--- src/rtl/stop_seq_pkg.sv ---
package stop_seq_pkg;

  typedef enum logic [3:0] {
    ST_RUN,
    ST_SW_OSC,
    ST_PLL_OFF,
    ST_CORE_OFF,
    ST_SYS_OFF,
    ST_STOPPED,
    ST_WK_OSC,
    ST_WK_SYS,
    ST_WK_CORE
  } seq_state_e;

  typedef struct packed {
    logic pseudo;
    logic rti_keep;
    logic wdt_keep;
    logic from_scm;
  } stop_mode_t;

endpackage

--- src/rtl/stop_seq_fsm.sv ---
module stop_seq_fsm
  import stop_seq_pkg::*;
(
  input  logic       clk,
  input  logic       rst_n,
  input  logic       stop_req,
  input  logic       wake_evt,
  input  logic       pstop_sel,
  input  logic       rti_keep,
  input  logic       wdt_keep,
  input  logic       scm_active,
  input  logic       pll_sel_set,
  output seq_state_e state,
  output stop_mode_t mode,
  output logic       pll_sel,
  output logic       accept,
  output logic       exit_now
);

  seq_state_e state_nx;

  assign accept   = (state == ST_RUN) && stop_req;
  assign exit_now = (state == ST_WK_CORE);

  // one step per control-clock cycle; requests outside their state are ignored
  always_comb begin
    state_nx = state;
    unique case (state)
      ST_RUN:      if (stop_req) state_nx = ST_SW_OSC;
      ST_SW_OSC:   state_nx = ST_PLL_OFF;
      ST_PLL_OFF:  state_nx = ST_CORE_OFF;
      ST_CORE_OFF: state_nx = ST_SYS_OFF;
      ST_SYS_OFF:  state_nx = ST_STOPPED;
      ST_STOPPED:  if (wake_evt) state_nx = ST_WK_OSC;
      ST_WK_OSC:   state_nx = ST_WK_SYS;
      ST_WK_SYS:   state_nx = ST_WK_CORE;
      ST_WK_CORE:  state_nx = ST_RUN;
      default:     state_nx = ST_RUN;
    endcase
  end

  always_ff @(posedge clk or negedge rst_n) begin
    if (!rst_n) begin
      state <= ST_RUN;
    end else begin
      state <= state_nx;
    end
  end

  // mode captured once at acceptance, dropped on return to run
  always_ff @(posedge clk or negedge rst_n) begin
    if (!rst_n) begin
      mode <= '0;
    end else if (accept) begin
      mode.pseudo   <= pstop_sel;
      mode.rti_keep <= rti_keep;
      mode.wdt_keep <= wdt_keep;
      mode.from_scm <= scm_active;
    end else if (exit_now) begin
      mode <= '0;
    end
  end

  // PLL-select: set by software in run, cleared by the sequencer at acceptance
  always_ff @(posedge clk or negedge rst_n) begin
    if (!rst_n) begin
      pll_sel <= 1'b0;
    end else if (accept) begin
      pll_sel <= 1'b0;
    end else if (pll_sel_set && (state == ST_RUN)) begin
      pll_sel <= 1'b1;
    end
  end

  AST_SEL_ONLY_IN_RUN: assert property (@(posedge clk) disable iff (!rst_n)
    $rose(pll_sel) |-> $past(state) == ST_RUN) else $error("pll_sel set outside run");

  AST_ONE_STEP: assert property (@(posedge clk) disable iff (!rst_n)
    ($past(state) == ST_PLL_OFF) |-> state == ST_CORE_OFF) else $error("teardown skipped");

endmodule

--- src/rtl/stop_gate_dec.sv ---
module stop_gate_dec
  import stop_seq_pkg::*;
(
  input  seq_state_e state,
  input  stop_mode_t mode,
  output logic       pll_en,
  output logic       osc_en,
  output logic       core_clk_en,
  output logic       sys_clk_en,
  output logic       rti_clk_en,
  output logic       wdt_clk_en,
  output logic       vreg_lp_req,
  output logic       stop_active
);

  logic keep_pll;
  logic stopped;
  logic sys_on;
  logic core_on;

  assign keep_pll = mode.pseudo && mode.from_scm;
  assign stopped  = (state == ST_STOPPED);

  always_comb begin
    unique case (state)
      ST_RUN, ST_SW_OSC, ST_PLL_OFF, ST_CORE_OFF,
      ST_WK_SYS, ST_WK_CORE:                     sys_on = 1'b1;
      default:                                   sys_on = 1'b0;
    endcase
    unique case (state)
      ST_RUN, ST_SW_OSC, ST_PLL_OFF, ST_WK_CORE: core_on = 1'b1;
      default:                                   core_on = 1'b0;
    endcase
  end

  assign pll_en      = (state == ST_RUN) || (state == ST_SW_OSC) || keep_pll;
  assign core_clk_en = core_on;
  assign sys_clk_en  = sys_on;
  assign osc_en      = !stopped || mode.pseudo;
  assign rti_clk_en  = sys_on || (mode.pseudo && mode.rti_keep);
  assign wdt_clk_en  = sys_on || (mode.pseudo && mode.wdt_keep);
  assign vreg_lp_req = stopped && !keep_pll;
  assign stop_active = stopped;

endmodule

--- src/rtl/stop_cqc_ctl.sv ---
module stop_cqc_ctl (
  input  logic clk,
  input  logic rst_n,
  input  logic accept,
  input  logic acc_pseudo,
  input  logic acc_scm,
  input  logic exit_now,
  input  logic exit_full_scm,
  input  logic cqc_done,
  input  logic cqc_ok,
  output logic cqc_start,
  output logic cqc_abort
);

  logic pend;
  logic busy;
  logic start_d;

  assign start_d = (exit_now && exit_full_scm) || (pend && !busy && !cqc_start);

  always_ff @(posedge clk or negedge rst_n) begin
    if (!rst_n) begin
      pend      <= 1'b0;
      busy      <= 1'b0;
      cqc_start <= 1'b0;
      cqc_abort <= 1'b0;
    end else begin
      cqc_abort <= accept && acc_scm && !acc_pseudo;
      cqc_start <= start_d;
      if (accept) begin
        pend <= acc_pseudo && acc_scm;
        busy <= 1'b0;
      end else begin
        if (exit_now) begin
          pend <= 1'b0;
        end else if (busy && cqc_done && cqc_ok) begin
          pend <= 1'b0;
        end
        if (start_d) begin
          busy <= 1'b1;
        end else if (cqc_done) begin
          busy <= 1'b0;
        end
      end
    end
  end

  AST_ABORT_PULSE: assert property (@(posedge clk) disable iff (!rst_n)
    cqc_abort |=> !cqc_abort) else $error("abort wider than one cycle");

  AST_START_PULSE: assert property (@(posedge clk) disable iff (!rst_n)
    cqc_start |=> !cqc_start) else $error("start wider than one cycle");

endmodule

--- src/rtl/stop_div_frz.sv ---
module stop_div_frz #(
  parameter int DIV = 8
) (
  input  logic clk,
  input  logic rst_n,
  input  logic en,
  output logic tick
);

  localparam int DIV_W = (DIV > 2) ? $clog2(DIV) : 1;
  localparam logic [DIV_W-1:0] LAST = DIV_W'(DIV - 1);

  logic [DIV_W-1:0] cnt;

  assign tick = en && (cnt == LAST);

  // counts only with the system clock; stop holds the phase
  always_ff @(posedge clk or negedge rst_n) begin
    if (!rst_n) begin
      cnt <= '0;
    end else if (en) begin
      cnt <= (cnt == LAST) ? '0 : cnt + 1'b1;
    end
  end

  AST_DIV_HOLD: assert property (@(posedge clk) disable iff (!rst_n)
    !en |=> $stable(cnt)) else $error("prescaler moved while gated");

endmodule

--- src/rtl/stop_clk_seq.sv ---
module stop_clk_seq
  import stop_seq_pkg::*;
#(
  parameter int DIV = 8
) (
  input  logic clk,
  input  logic rst_n,
  input  logic stop_req,
  input  logic wake_evt,
  input  logic pstop_sel,
  input  logic rti_keep,
  input  logic wdt_keep,
  input  logic pll_sel_set,
  input  logic scm_active,
  input  logic cqc_done,
  input  logic cqc_ok,
  output logic pll_sel,
  output logic pll_en,
  output logic osc_en,
  output logic core_clk_en,
  output logic sys_clk_en,
  output logic rti_clk_en,
  output logic wdt_clk_en,
  output logic vreg_lp_req,
  output logic cqc_start,
  output logic cqc_abort,
  output logic stop_active,
  output logic div_tick
);

  seq_state_e state;
  stop_mode_t mode;
  logic       accept;
  logic       exit_now;
  logic       exit_full_scm;

  stop_seq_fsm u_fsm (
    .clk         (clk),
    .rst_n       (rst_n),
    .stop_req    (stop_req),
    .wake_evt    (wake_evt),
    .pstop_sel   (pstop_sel),
    .rti_keep    (rti_keep),
    .wdt_keep    (wdt_keep),
    .scm_active  (scm_active),
    .pll_sel_set (pll_sel_set),
    .state       (state),
    .mode        (mode),
    .pll_sel     (pll_sel),
    .accept      (accept),
    .exit_now    (exit_now)
  );

  stop_gate_dec u_dec (
    .state       (state),
    .mode        (mode),
    .pll_en      (pll_en),
    .osc_en      (osc_en),
    .core_clk_en (core_clk_en),
    .sys_clk_en  (sys_clk_en),
    .rti_clk_en  (rti_clk_en),
    .wdt_clk_en  (wdt_clk_en),
    .vreg_lp_req (vreg_lp_req),
    .stop_active (stop_active)
  );

  assign exit_full_scm = mode.from_scm && !mode.pseudo;

  stop_cqc_ctl u_cqc (
    .clk           (clk),
    .rst_n         (rst_n),
    .accept        (accept),
    .acc_pseudo    (pstop_sel),
    .acc_scm       (scm_active),
    .exit_now      (exit_now),
    .exit_full_scm (exit_full_scm),
    .cqc_done      (cqc_done),
    .cqc_ok        (cqc_ok),
    .cqc_start     (cqc_start),
    .cqc_abort     (cqc_abort)
  );

  stop_div_frz #(.DIV(DIV)) u_div (
    .clk   (clk),
    .rst_n (rst_n),
    .en    (sys_clk_en),
    .tick  (div_tick)
  );

  AST_CORE_AFTER_SEL: assert property (@(posedge clk) disable iff (!rst_n)
    $fell(core_clk_en) |-> !pll_sel) else $error("core gated with PLL selected");

  AST_SYS_AFTER_CORE: assert property (@(posedge clk) disable iff (!rst_n)
    $fell(sys_clk_en) |-> !core_clk_en) else $error("system gated before core");

  AST_STOP_ONLY_DARK: assert property (@(posedge clk) disable iff (!rst_n)
    $rose(stop_active) |-> $past(!sys_clk_en && !core_clk_en)) else $error("stop before clocks off");

  AST_LP_IN_STOP: assert property (@(posedge clk) disable iff (!rst_n)
    vreg_lp_req |-> stop_active) else $error("low-power request outside stop");

  AST_WAKE_ORDER: assert property (@(posedge clk) disable iff (!rst_n)
    $rose(core_clk_en) |-> (sys_clk_en && osc_en)) else $error("core woke first");

endmodule

--- config.mk ---
export PLATFORM = sky130hd
export DESIGN_NAME = stop_clk_seq
export DESIGN_NICKNAME = d
export VERILOG_FILES = /design/src/rtl/stop_seq_pkg.sv /design/src/rtl/stop_seq_fsm.sv /design/src/rtl/stop_gate_dec.sv /design/src/rtl/stop_cqc_ctl.sv /design/src/rtl/stop_div_frz.sv /design/src/rtl/stop_clk_seq.sv
export SDC_FILE = /design/constraint.sdc
export NUM_CORES = 1
export LEC_CHECK = 0
export BUFFER_PORTS_ARGS = -buffer_cell sky130_fd_sc_hd__buf_4
export CORE_MARGIN = 2
export CORE_UTILIZATION = 50
export DETAILED_ROUTE_END_ITERATION = 8
export PLACE_DENSITY = 0.76
export SYNTH_ARGS = -nofsm -noshare
export SYNTH_HDL_FRONTEND = slang
export SYNTH_SLANG_ARGS = --single-unit
--- constraint.sdc ---
create_clock -name clk -period 2.07 [get_ports clk]
set_clock_uncertainty 0.15 [all_clocks]
set_input_delay 0.1035 -clock clk [delete_from_list [all_inputs] [get_ports clk]]
set_output_delay 0.1035 -clock clk [all_outputs]
set_load 0.05 [all_outputs]
==> results.py, run 1 <==
metrics = {
    "outcome": {
        "status": "completed",
    },
    "logic_synthesis": {
        "syn_nets": 96,
        "syn-instance-count": 83,
        "synth_cell_type_count": 33,
        "syn_area_sq_um": 879.6,
        "yosysSeqAreaShare_pct": 45.52,
        "synth-edff-count": 0,
        "yosysWarnings": 0,
        "ys_ff_latch": 16,
        "synth-main-ff-cell": "dfrtp_1",
        "syn_area_per_cell_sq_um": 10.60,
        "synth-async-reset-ratio_pct": 100.0,
    },
    "layout": {
        "final_common_cell": "buf_4",
        "layout-drive-gt1-share_pct": 33.33,
        "syn_to_final_growth_pct": 31.29,
        "final_util_pct": 68.37,
        "final_cell_mix": "buf_4, dfrtp_1, nor2_1, dlygate4sd3_1, nand2_1",
        "antenna_cells": 0,
        "num-nets-final": 128,
    },
    "clocking": {
        "root_buffer": "clkbuf_4",
        "path_clk_slew_ns": 0.09,
        "cts_sinks": 16,
        "insertion_delay_ns": 0.29,
        "cts_buffers": 3,
        "cts_htree_levels": 1,
        "cts_buffer_depth": 2,
        "cts_tree": "done",
    },
    "sta": {
        "fin_tns_setup_ns": 0,
        "worst_pin_slew_ns": 0.4600,
        "min_period_over_period_pct": 95.51,
        "setup_viol": 0,
        "rsz0062_at_grt": "no",
        "hold_viol_final": 0,
        "fin_crit_ns": 1.977,
        "maxSlewViolCount": 0,
        "fmax_ghz": 0.5058,
        "max-slew-margin-rel_pct": 69.34,
    },
    "floorplan": {
        "num_rows": 15,
        "core_sq_mm": 0.001689,
        "die_h_microns": 45.94,
        "start_util_pct": 52.07,
        "dieArea_sq_mm": 0.002110,
        "die_width_microns": 45.94,
        "ios": 23,
    },
    "global_route": {
        "grt_overflow": 0,
        "antenna_found_initial": 0,
        "grt_start_max_net_pins": 17,
        "grtUsageTotal_pct": 20.24,
        "grt_pass1_vias": 641,
        "grt_pass1_wl_mm": 3.056,
    },
    "placement": {
        "gp_congestion": 0.7664,
        "port_buffers": 22,
        "post-dp-hpwl_mm": 1.281,
    },
    "critical_path": {
        "timing.reg2reg.setup_slack_ns": 0.41,
        "critPathMaxFanout": 11,
        "critPathCaptureType": "output port",
        "crit_path_start_kind": "flop",
        "crit_required_ns": 1.82,
        "worstPathArrival_ns": 1.72,
        "critPathKind": "flop to output port",
    },
    "power_and_ir_drop": {
        "ir_worst_vdd_uv": 1101,
        "clkPwrFrac_pct": 10.0,
        "p_per_area_mw_per_mm2": 1808,
        "comb_power_share_pct": 58.7,
        "p_sw_mw": 1.045,
        "p_seq_share_pct": 31.3,
        "internal-power_mw": 1.043,
        "switching_share_pct": 50.04,
        "power_leakage_nw": 0.5612,
    },
    "route": {
        "ant_nets": 0,
        "vias": 718,
        "via_per_inst": 5.481,
        "drcViolationCount": 0,
        "drt-initial-drc-count": 33,
        "routed_wl_mm": 1.815,
        "drtPass1Iterations": 4,
        "wl_per_cell_microns": 13.85,
    },
    "job": {
        "maxCapViolations": 0,
    },
    "hold_path": {
        "hold_class": "primary input to flop",
    },
}
-- synthesized netlist by cell type (2+ instances only) --
master	instances	area (sq um)
a21o_1	2	15.01
a21oi_1	2	10.01
a31oi_1	2	12.51
and2_1	2	12.51
and3_1	2	12.51
dfrtp_1	16	400.4
ha_1	2	25.02
mux2_4	3	45.04
nand2_1	7	26.28
nand2b_1	4	25.02
nand3_1	6	30.03
nor2_1	10	37.54
o21ai_1	5	25.02
-- cells by family after synthesis --
kind of cell | Yosys count | share of synthesized area (%)
adders and majority gates | 2 | 2.844
xor gates and xnor gates | 1 | 0.9959
buffers and inverters | 5 | 4.835
AOI/OAI and AO/OA | 17 | 14.22
muxes | 3 | 5.121
DFF | 16 | 45.52
and+or+nand+nor | 39 | 26.46
-- power by group through the flow --
stage	Clock (mW)	Combinational [mW]	Sequential [mW]
2_1_floorplan	0	1.01	0.607
3_5_place_dp	0	1.22	0.656
5_1_grt	0.230	1.33	0.683
3_3_place_gp	0	1.19	0.647
4_1_cts	0.218	1.23	0.651
6_report	0.208	1.23	0.655
-- layout make-up --
type,instances,area (sq um)
Fill cell,131,534.3
Multi-Input combinational cell,62,436.7
Sequential cell,16,401.6
Timing Repair Buffer,31,255.2
Clock buffer,4,36.28
Tap cell,17,21.27
Inverter,1,3.754
-- per-layer routing --
metal / vias up / track usage [%] / routed length (microns)
li1: 357 / - / -
met1: 333 / 27.54 / 788
met2: 26 / 33.06 / 910
met3: 2 / 2.381 / 93
met4: 0 / 6.857 / 23
met5: - / 0 / 0
-- path summary, 6_finish.rpt --
check | end | cells past startpoint | from
setup / recovery | div_tick | 4 | u_fsm.state[0]
hold / removal | u_fsm.state[0] | 4 | wake_evt
setup reg to reg | u_div.cnt[2] | 3 | u_fsm.state[0]
hold reg to reg | u_fsm.mode[1] | 2 | u_fsm.mode[1]
max in group asynchronous | u_fsm.state[1] | 2 | rst_n
min in group asynchronous | u_cqc.cqc_start | 2 | rst_n
-- worst max-delay path, stage by stage (launching register included) --
cell,delay (ns)
dfrtp_1,0.54
o21a_2,0.28
o22ai_4,0.25
and2_1,0.17
buf_4,0.19
-- metrics by stage --
step           total power [mW]  area (sq um)  std cells  setup WS (ns)  hold WS, ns
2_1_floorplan             1.615         879.6         83       0.007533      -0.3421
3_5_place_dp              1.872          1027        118         0.3967      -0.1770
6_report                  2.088          1155        131        0.09303      0.04073
5_1_grt                   2.239          1155        131       0.006805      0.04242
4_1_cts                   2.103          1154        131        0.05355      0.03783
3_3_place_gp              1.835          1027        118         0.4277      -0.1765
-- flip-flops by register name, indices dropped and copies added (netlist names) --
signal,flops
u_div.cnt,3
u_fsm.pll_sel,1
u_cqc.pend,1
u_cqc.cqc_start,1
u_cqc.busy,1
u_cqc.cqc_abort,1
u_fsm.state,4
u_fsm.mode,4
-- timing repair --
item / CTS / global route
hold buffers: 9 / 0
setup buffers: 0 / 0
hold endpoints to repair: 24 / 0
gates resized for setup: 0 / 1
endpoints found under the setup margin: 0 / 1
(Power assumes the default switching activity.)
==> inputs of run 2 (changes only) <==
ABC_AREA = 1   (was default)
CORE_UTILIZATION = 49   (was 50)
==> run 2 against run 1 <==
  * Global-route usage about the same
  * Sequential cell count unchanged
  * Worst hold slack worse by 0.031 ns
  * Sequential share of layout area increased by 0.54 points
  * Critical path type is now flop to flop
  * Critical endpoint is now u_cqc.cqc_abort
  * Highest routed layer unchanged
==> results.py, run 2 <==
metrics = {
    "logic_synthesis": {
        "syn_nets": 111,
        "synth_compound_area_share_pct": 11.86,
        "synth_top_family_by_area": "simple AND/OR/NAND/NOR gates",
        "syn_area_sq_um": 802.0,
        "synth_mux_area_share_pct": 0,
        "yosysSeqAreaShare_pct": 49.92,
        "yosys.area.top_type": "dfrtp_1",
        "synth-edff-count": 0,
        "ys_ff_latch": 16,
        "ys_top_cells_by_area": "dfrtp_1, nand2_1, inv_1, o21ai_0, nand3_1",
        "synth-async-reset-ratio_pct": 100.0,
        "synth_fa_ha_area_share_pct": 3.120,
        "syn_area_per_cell_sq_um": 8.184,
        "synth_cell_type_count": 21,
        "syn-instance-count": 98,
        "yosysWarnings": 0,
        "synth.top_cell.area_share_pct": 49.92,
        "synth_xor_area_share_pct": 0,
        "synth.most_common_cell": "nand2_1",
        "synth-main-ff-cell": "dfrtp_1",
        "synth-simple-area-share_pct": 26.52,
        "ys_top_cells_by_count": "nand2_1, dfrtp_1, inv_1",
    },
    "placement": {
        "dp.cells": 136,
        "placed_area_sq_um": 987.2,
        "gp_congestion": 0.7733,
        "port_buffers": 22,
        "post-dp-hpwl_mm": 1.318,
    },
    "floorplan": {
        "start_util_pct": 52.63,
        "dieArea_sq_mm": 0.001976,
        "ios": 23,
        "core_sq_mm": 0.001524,
        "num_rows": 14,
        "die_width_microns": 44.46,
        "die_h_microns": 44.46,
    },
    "layout": {
        "layout-drive-gt1-share_pct": 27.41,
        "final_cell_mix": "nand2_1, buf_4, dfrtp_1, inv_1, dlygate4sd3_1",
        "finalNonFillerCells": 151,
        "fillers": 123,
        "seqCellArea_sq_um": 400.4,
        "reg_top3": "u_fsm.mode: 4 flops, u_fsm.state: 4 flops, u_div.cnt: 3 flops",
        "final_common_cell": "nand2_1",
        "final_area_sq_mm": 0.001134,
        "syn_to_final_growth_pct": 41.34,
        "num-nets-final": 149,
        "multiInputGateArea_sq_um": 332.8,
        "antenna_cells": 0,
    },
    "outcome": {
        "status": "completed",
    },
    "global_route": {
        "grt_overflow": 0,
        "grt_pass1_vias": 687,
        "grtUsageTotal_pct": 20.29,
        "antenna_found_initial": 0,
        "grt_start_max_net_pins": 17,
        "grt_pass1_wl_mm": 2.856,
    },
    "clocking": {
        "cts_tree": "done",
        "root_buffer": "clkbuf_4",
        "cts_htree_levels": 1,
        "post_cts_resized": 0,
        "cts_sinks": 16,
        "cts_buffer_depth": 2,
        "cts_buffers": 3,
        "insertion_delay_ns": 0.28,
        "path_clk_slew_ns": 0.09,
    },
    "sta": {
        "fin_crit_ns": 1.814,
        "rsz0062_at_grt": "no",
        "fmax_ghz": 0.5513,
        "worst_pin_slew_ns": 0.2234,
        "hold_viol_final": 0,
        "fin_tns_setup_ns": 0,
        "max-slew-margin-rel_pct": 85.05,
        "setup_viol": 0,
        "maxSlewViolCount": 0,
        "min_period_over_period_pct": 87.62,
    },
    "power_and_ir_drop": {
        "ir_worst_vdd_uv": 1092,
        "power_leakage_nw": 0.6029,
        "power_mw": 1.982,
        "p_per_area_mw_per_mm2": 1748,
    },
    "route": {
        "routed_wl_mm": 1.817,
        "vias": 751,
        "ant_nets": 0,
        "drtPass1Iterations": 4,
        "wl_per_cell_microns": 12.03,
        "via_per_inst": 4.974,
        "drcViolationCount": 0,
        "drt-initial-drc-count": 14,
    },
    "critical_path": {
        "reg2reg_to": "u_cqc.cqc_abort",
        "crit_path_start_kind": "flop",
        "timing.reg2reg.setup_slack_ns": 0.26,
        "r2r-start": "u_fsm.state[2]",
        "critPathCaptureType": "flop",
        "crit_required_ns": 2.15,
        "r2r_cells": 6,
        "worstPathArrival_ns": 1.89,
        "critPathMaxFanout": 6,
        "worstSetupStartpoint": "u_fsm.state[2]",
        "critPathKind": "flop to flop",
    },
    "hold_path": {
        "whs_path_depth": 6,
        "worstHoldEndpoint": "u_cqc.busy",
        "hold_class": "primary input to flop",
        "hp-start": "cqc_done",
    },
    "job": {
        "maxCapViolations": 0,
    },
}
run 2: changes by cell type after synthesis, sizes merged, moves of 3 or more:
cell,previous run,this run
nand2,8,26
nand2b,4,0
buf,4,0
o21ai,6,11
mux2,3,0
inv,1,17
run 2: stage by stage:
| stage | utilization (%) | worst slack (ns) | hold WS, ns |
|---|---|---|---|
| after CTS | 74.38 | 0.2680 | 0.006919 |
| final | 74.38 | 0.2562 | 0.009727 |
| after floorplan | - | 0.09645 | -0.3421 |
| after global placement | 64.78 | 0.6625 | -0.1756 |
| after global routing | 74.38 | 0.1531 | 0.02354 |
| after detailed placement | 64.78 | 0.5647 | -0.1779 |
run 2: repair_timing:
action	CTS	global route
hold buffers	11	0
setup buffers	0	0
endpoints found under the hold margin	25	0
run 2: critical path, stage by stage, from the launching register on:
cell and delay, ns:
dfrtp_1 0.43, nor2_2 0.22, nand3_2 0.15, clkinv_2 0.13, nand2_2 0.06, nor2_2 0.06
dlygate4sd3_1 0.55
run 2: routing by layer:
metal	GRT usage (%)	up-vias	part of all wire, %
met5	0	-	0
met4	7.273	0	0.94
met3	4.082	2	5.9
met2	35.29	24	49
met1	24.74	343	44
li1	-	382	-
run 2: kinds of logic after synthesis:
family,after synthesis
simple gates,46
compound gates,16
fa+ha+maj,2
buf+inv,18
flops,16
run 2: how the worst max path moves through the flow:
| stage | to | slack [ns] |
|---|---|---|
| 3_3_place_gp | u_div.cnt[0] | 0.66 |
| 6_report | u_cqc.cqc_abort | 0.26 |
| 3_5_place_dp | u_div.cnt[0] | 0.56 |
| 4_1_cts | u_cqc.cqc_abort | 0.27 |
| 5_1_grt | u_cqc.cqc_abort | 0.15 |
| 2_1_floorplan | core_clk_en | 0.1 |
run 2: area by class of cell:
class                           count  area share [%]
Timing Repair Buffer               33           24.28
Clock buffer                        4           3.201
Multi-Input combinational cell     64           29.36
Sequential cell                    16           35.32
Tap cell                           16           1.766
Inverter                           18           6.071
run 2: power breakdown:
part           switching (mW)  internal (mW)
Clock                  0.0997          0.107
Combinational           0.864          0.377
Sequential             0.0879          0.446
Total                    1.05          0.931
